[config.mk]
export PLATFORM = sky130hd
export DESIGN_NAME = rev_supply_guard
export DESIGN_NICKNAME = d
export VERILOG_FILES = /design/src/rtl/rsg_pkg.sv /design/src/rtl/rsg_debounce.sv /design/src/rtl/rsg_reverse_det.sv /design/src/rtl/rsg_trip_hold.sv /design/src/rtl/rev_supply_guard.sv
export SDC_FILE = /design/constraint.sdc
export NUM_CORES = 1
export LEC_CHECK = 0
export BUFFER_PORTS_ARGS = -buffer_cell sky130_fd_sc_hd__buf_2
export CAP_MARGIN = 30
export CORE_ASPECT_RATIO = 0.75
export CORE_MARGIN = 2
export CORE_UTILIZATION = 55
export CTS_BUF_LIST = sky130_fd_sc_hd__clkbuf_2
export CTS_CLUSTER_SIZE = 20
export DETAILED_ROUTE_END_ITERATION = 8
export GPL_ROUTABILITY_DRIVEN = 0
export GPL_TIMING_DRIVEN = 0
export PLACE_DENSITY_LB_ADDON = 0.25
export SETUP_SLACK_MARGIN = 0.1
export SYNTH_ARGS = -nofsm -noshare
export SYNTH_HDL_FRONTEND = slang
export SYNTH_SLANG_ARGS = --single-unit
[constraint.sdc]
create_clock -name clk -period 2 [get_ports clk]
set_input_delay 0.6 -clock clk [delete_from_list [all_inputs] [get_ports clk]]
set_output_delay 0.6 -clock clk [all_outputs]
set_load 0.03 [all_outputs]
[src/rtl/rsg_pkg.sv]
package rsg_pkg;
  localparam int unsigned CUR_W = 16;
  localparam int unsigned ST_W  = 3;

  typedef logic signed [CUR_W-1:0] cur_t;

  // index of each cause in the held status word
  localparam int unsigned ST_SLOW = 0;
  localparam int unsigned ST_FAST = 1;
  localparam int unsigned ST_REV  = 2;

  // number of ticks a debounce window spans, never below one
  function automatic int unsigned ticks_for(int unsigned win_us, int unsigned tick_us);
    int unsigned n;
    n = win_us / tick_us;
    return (n == 0) ? 1 : n;
  endfunction

  // outbound current at or beyond a limit
  function automatic logic at_or_above(cur_t s, int lim_ma);
    return int'(s) >= lim_ma;
  endfunction

  // inbound current strictly beyond an unsigned limit
  function automatic logic inbound_excess(cur_t s, logic [CUR_W-1:0] lim_ma);
    return (-int'(s)) > int'(lim_ma);
  endfunction
endpackage

[src/rtl/rsg_debounce.sv]
module rsg_debounce import rsg_pkg::*; #(
  parameter int          LIMIT_MA = 500,
  parameter int unsigned COUNT    = 100
) (
  input  logic clk,
  input  logic rst_n,
  input  logic active,
  input  logic tick,
  input  cur_t sample,
  output logic trip
);
  localparam int unsigned CW = $clog2(COUNT + 1);

  logic [CW-1:0] run_q;
  logic          hit;
  logic          last;

  assign hit  = at_or_above(sample, LIMIT_MA);
  assign last = (run_q == CW'(COUNT - 1));
  assign trip = active & tick & hit & last;

  always_ff @(posedge clk or negedge rst_n) begin
    if (!rst_n)
      run_q <= '0;
    else if (!active)
      run_q <= '0;
    else if (tick) begin
      if (!hit || last)
        run_q <= '0;
      else
        run_q <= run_q + 1'b1;
    end
  end
endmodule

[src/rtl/rsg_reverse_det.sv]
module rsg_reverse_det import rsg_pkg::*; (
  input  logic             clk,
  input  logic             rst_n,
  input  logic             active,
  input  logic             tick,
  input  cur_t             sample,
  input  logic [CUR_W-1:0] limit_ma,
  output logic             trip
);
  logic prev_q;
  logic over;

  assign over = inbound_excess(sample, limit_ma);
  assign trip = active & tick & over & prev_q;

  always_ff @(posedge clk or negedge rst_n) begin
    if (!rst_n)
      prev_q <= 1'b0;
    else if (!active)
      prev_q <= 1'b0;
    else if (tick)
      prev_q <= over;
  end
endmodule

[src/rtl/rsg_trip_hold.sv]
module rsg_trip_hold import rsg_pkg::*; (
  input  logic            clk,
  input  logic            rst_n,
  input  logic            mode_en,
  input  logic            slow_evt,
  input  logic            fast_evt,
  input  logic            rev_evt,
  output logic            held,
  output logic [ST_W-1:0] cause,
  output logic            short_irq,
  output logic            rev_irq
);
  logic [ST_W-1:0] new_cause;

  always_comb begin
    new_cause          = '0;
    new_cause[ST_SLOW] = slow_evt;
    new_cause[ST_FAST] = fast_evt;
    new_cause[ST_REV]  = rev_evt;
  end

  always_ff @(posedge clk or negedge rst_n) begin
    if (!rst_n) begin
      held      <= 1'b0;
      cause     <= '0;
      short_irq <= 1'b0;
      rev_irq   <= 1'b0;
    end else begin
      short_irq <= slow_evt | fast_evt;
      rev_irq   <= rev_evt;
      if (!mode_en) begin
        held  <= 1'b0;
        cause <= '0;
      end else begin
        held  <= held | (|new_cause);
        cause <= cause | new_cause;
      end
    end
  end
endmodule

[src/rtl/rev_supply_guard.sv]
module rev_supply_guard import rsg_pkg::*; #(
  parameter int unsigned SLOW_MA = 500,
  parameter int unsigned FAST_MA = 1840,
  parameter int unsigned SLOW_US = 1000,
  parameter int unsigned FAST_US = 100,
  parameter int unsigned TICK_US = 10
) (
  input  logic                    clk,
  input  logic                    rst_n,
  input  logic                    mode_en,
  input  logic                    sample_vld,
  input  logic signed [CUR_W-1:0] sample_ma,
  input  logic        [CUR_W-1:0] rev_thresh_ma,
  output logic                    path_en,
  output logic                    short_irq,
  output logic                    rev_irq,
  output logic        [ST_W-1:0]  trip_status
);
  localparam int unsigned SLOW_CNT = ticks_for(SLOW_US, TICK_US);
  localparam int unsigned FAST_CNT = ticks_for(FAST_US, TICK_US);

  function automatic int lim_of(int g);
    return (g == 0) ? int'(SLOW_MA) : int'(FAST_MA);
  endfunction

  function automatic int unsigned cnt_of(int g);
    return (g == 0) ? SLOW_CNT : FAST_CNT;
  endfunction

  logic       held;
  logic       active;
  logic [1:0] oc_trip;
  logic       slow_evt;
  logic       fast_evt;
  logic       rev_evt;

  assign active = mode_en & ~held;
  assign path_en = active;

  for (genvar g = 0; g < 2; g++) begin : g_oc
    rsg_debounce #(
      .LIMIT_MA(lim_of(g)),
      .COUNT   (cnt_of(g))
    ) u_deb (
      .clk   (clk),
      .rst_n (rst_n),
      .active(active),
      .tick  (sample_vld),
      .sample(sample_ma),
      .trip  (oc_trip[g])
    );
  end

  assign slow_evt = oc_trip[0];
  assign fast_evt = oc_trip[1];

  rsg_reverse_det u_rev (
    .clk     (clk),
    .rst_n   (rst_n),
    .active  (active),
    .tick    (sample_vld),
    .sample  (sample_ma),
    .limit_ma(rev_thresh_ma),
    .trip    (rev_evt)
  );

  rsg_trip_hold u_hold (
    .clk      (clk),
    .rst_n    (rst_n),
    .mode_en  (mode_en),
    .slow_evt (slow_evt),
    .fast_evt (fast_evt),
    .rev_evt  (rev_evt),
    .held     (held),
    .cause    (trip_status),
    .short_irq(short_irq),
    .rev_irq  (rev_irq)
  );
endmodule

==> flow_summary.toml <==
[synthesis]
synth_nets = 254
ys_seq_elements = 18
ys_async_sr_fraction = 1.000
yosysTopAreaCell = "dfrtp_1"
synth_common_cells = "ha_1, inv_1, o21ai_0"
synthFlopType = "dfrtp_1"
synth-edff-count = 0
avgSynthCellArea_sq_um = 8.104
postSynthCellCount = 197
yosys_warnings = 0
synth_area_sq_um = 1597
yosysUniqueCellTypes = 36
synth_top_area_share = 0.2821
netlist_top_cells_area = "dfrtp_1, ha_1, o21ai_0, xnor2_1, inv_1"
yosysSeqAreaShare = 0.2821

[grt]
busiest_layer = "met1"
grt_use_met1 = 0.3619
grt_use_met3 = 0.05381
grt_overflow = 0
grt_pass1_wl_mm = 6.127
antenna_found_initial = 0
grt_max_degree = 19
use_met2 = 0.3517
grt_pass1_vias = 1360
grt_usage = 0.2352

[placement]
pre_cts_slack_ps = -1880
placed_cell_area_sq_um = 1876
hpwl_mm = 2.748
io_buffer_count = 41

[timing]
drv_slew = 0
worst_pin_slew_ps = 474.0
holdWs_ps = 183.3
maxSlewHeadroom = 0.6840
timing.fmax_mhz = 285.7
fin_crit_sh = 1.750
hold_violations = 0
clock_skew_ps = 12.22
rsz0062_at_grt = "true"
final-setup-viol-count = 4
period_needed_ps = 3501
fin_ws_ps = -1501

[worst_setup_path]
critPathLaunch = "sample_ma[5]"
endpoint = "u_rev.prev_q$_DFFE_PN0P_"
cp.depth = 13
worst-path-buf-inv = 1
required_ps = 2220
r2r_setup_slack_ps = 430
critical_path_class = "in -> reg"
path_cells = "buf_8 > or2_4 > or4_4 > or4_4 > nor4_4 > xnor2_1 > ha_1 > a21oi_1 > nand2_1 > a221o_1 > or3_4 > a211oi_2 > nor2_1"
cp_top_family = "simple AND/OR/NAND/NOR gates"
worstReg2RegEnd = "g_oc[0].u_deb.run_q[6]$_DFFE_PN0P_"
max_stage_delay_ps = 530
cp-start-kind = "input port"
critical_path_arrival_ps = 3720
worst_path_most_repeated_cell = "or4_4"
r2r_cells = 5
rr_startpoint = "u_hold.held$_DFF_PN0_"
worstPathMaxFanout = 3
end_kind = "register"
worst_path_max_delay_cell = "or4_4"

[detailed_routing]
initialDrtViolationCount = 56
wire_per_inst_um = 12.71
viasPerCell = 5.420
drt_pass1_iterations = 4
drc = 0
wirelength_mm = 3.571
ant_nets = 0
num_vias = 1523

[pwr]
p_comb_frac = 0.297
p_sw_frac = 0.3183
ir_drop_mv = 0.3123
power.density_nw_per_um2 = 385.3
power_frac_clock = 0.207
p_seq_frac = 0.496
p_switching_w = 0.0002398
leakage_nw = 0.9430
finalPower_w = 0.0007536
cellInternalPower_w = 0.0005137

[die]
start_util = 0.5951
core-area_sq_um = 2683
pin_count = 42
fp.dieW_um = 66.21
die_h_um = 50.66
placementRows = 16
die_area_sq_um = 3354

[cts]
clock_latency_ps = 310
ctsHtreeMaxLevel = 1
cts_hold_buf = 0
clockRootBuffer = "clkbuf_2"
numCtsBuffers = 3
clockBufferDepth = 2
clkSinkCount = 18
clk_pin_slew_ps = 180
cts_tree = "built"

[layout]
design_area_sq_um = 1956
nets = 303
final_util = 0.7290
drive_gt1_frac = 0.2449
syn_to_final_growth_pct = 22.49
antenna_cells = 0

[worst_hold_path]
hp-class = "in -> async"

[job]
cap_violations = 0

[status]
violations = "setup timing"
status = "finished, violations left"
[repair_timing]
item,4_1_cts,5_1_grt
setup buffers,2,1
gates resized for setup,10,2
endpoints found under the setup margin,7,7
pin swaps,2,1
[layout make-up]
class                           count  area [sq um]
Tap cell                           36         45.04
Multi-Input combinational cell    156          1110
Clock inverter                      1         3.754
Sequential cell                    18         450.4
Timing Repair Buffer               44         244.0
Inverter                           21         78.83
Clock buffer                        3         15.01
Fill cell                         237         726.9
Buffer                              2         8.758
[cell usage in the layout (no fill, tap or decap), drive strengths merged, types with 2 or more instances in the layout]
master and n:
o31ai 2, nand4 5, a211oi 2, nor3 6
o21ai 20, ha 21, nand3 12, a21oi 8
nand2b 4, nor4 2, o21a 2, clkbuf 5
a2111oi 2, buf 44, nand2 13, xor2 4
nor2 17, or4 3, a21boi 2, dfrtp 18
xnor2 10, inv 21, and3 3, nor2b 8
[how the worst min path moves through the flow]
stage                                    endpoint  slack (ps)  depth (start not counted)
6_report       g_oc[0].u_deb.run_q[2]$_DFFE_PN0P_         180                          1
5_1_grt        g_oc[0].u_deb.run_q[4]$_DFFE_PN0P_         190                          1
3_3_place_gp            u_hold.cause[0]$_DFF_PN0_         470                          1
3_5_place_dp   g_oc[1].u_deb.run_q[3]$_DFFE_PN0P_         480                          1
4_1_cts        g_oc[0].u_deb.run_q[2]$_DFFE_PN0P_         190                          1
2_1_floorplan  g_oc[0].u_deb.run_q[0]$_DFFE_PN0P_         300                          0
[state kept, by name (all words and copies together) (netlist names)]
register / cells
u_hold.held: 1
u_rev.prev_q: 1
u_hold.short_irq: 1
u_hold.cause: 3
u_hold.rev_irq: 1
g_oc.u_deb.run_q: 11
[routing by layer]
| metal | share of wire | routed length [um] |
|---|---|---|
| met3 | 0.050 | 179 |
| met1 | 0.53 | 1889 |
| met2 | 0.42 | 1502 |
| met4 | 0 | 0 |
| met5 | 0 | 0 |
[kinds of logic (layout without fill, tap and decap cells)]
kind of cell               count (synthesis)  after routing  synth area share
xor gates and xnor gates                  14             14           0.07680
buffers and inverters                     23             71           0.05408
DFF                                       18             18            0.2821
and+or+nand+nor                           77             77            0.2516
AOI/OAI and AO/OA                         44             44            0.1709
adders and majority gates                 21             21            0.1646
[per-stage QoR]
stage,cells,TNS [ps]
global placement,274,-8725
floorplan,197,-6171
CTS,280,-5713
finish,281,-5795
detailed placement,274,-9138
global route,281,-6233
[worst register-to-register path: stages (launching register included)]
cell	delay, ps
dfrtp_1	440
nor2b_2	200
nor2b_1	200
clkbuf_1	400
o21ai_0	170
o31ai_1	90
[power by group through the flow]
stage	combinational, W	sequential, W	clock, W
floorplan	0.000123	0.000380	0
global placement	0.000204	0.000380	0
detailed placement	0.000208	0.000380	0
CTS	0.000218	0.000374	0.000162
global route	0.000255	0.000374	0.000172
finish	0.000224	0.000373	0.000156
No activity file was read; power rests on OpenSTA's default activity.
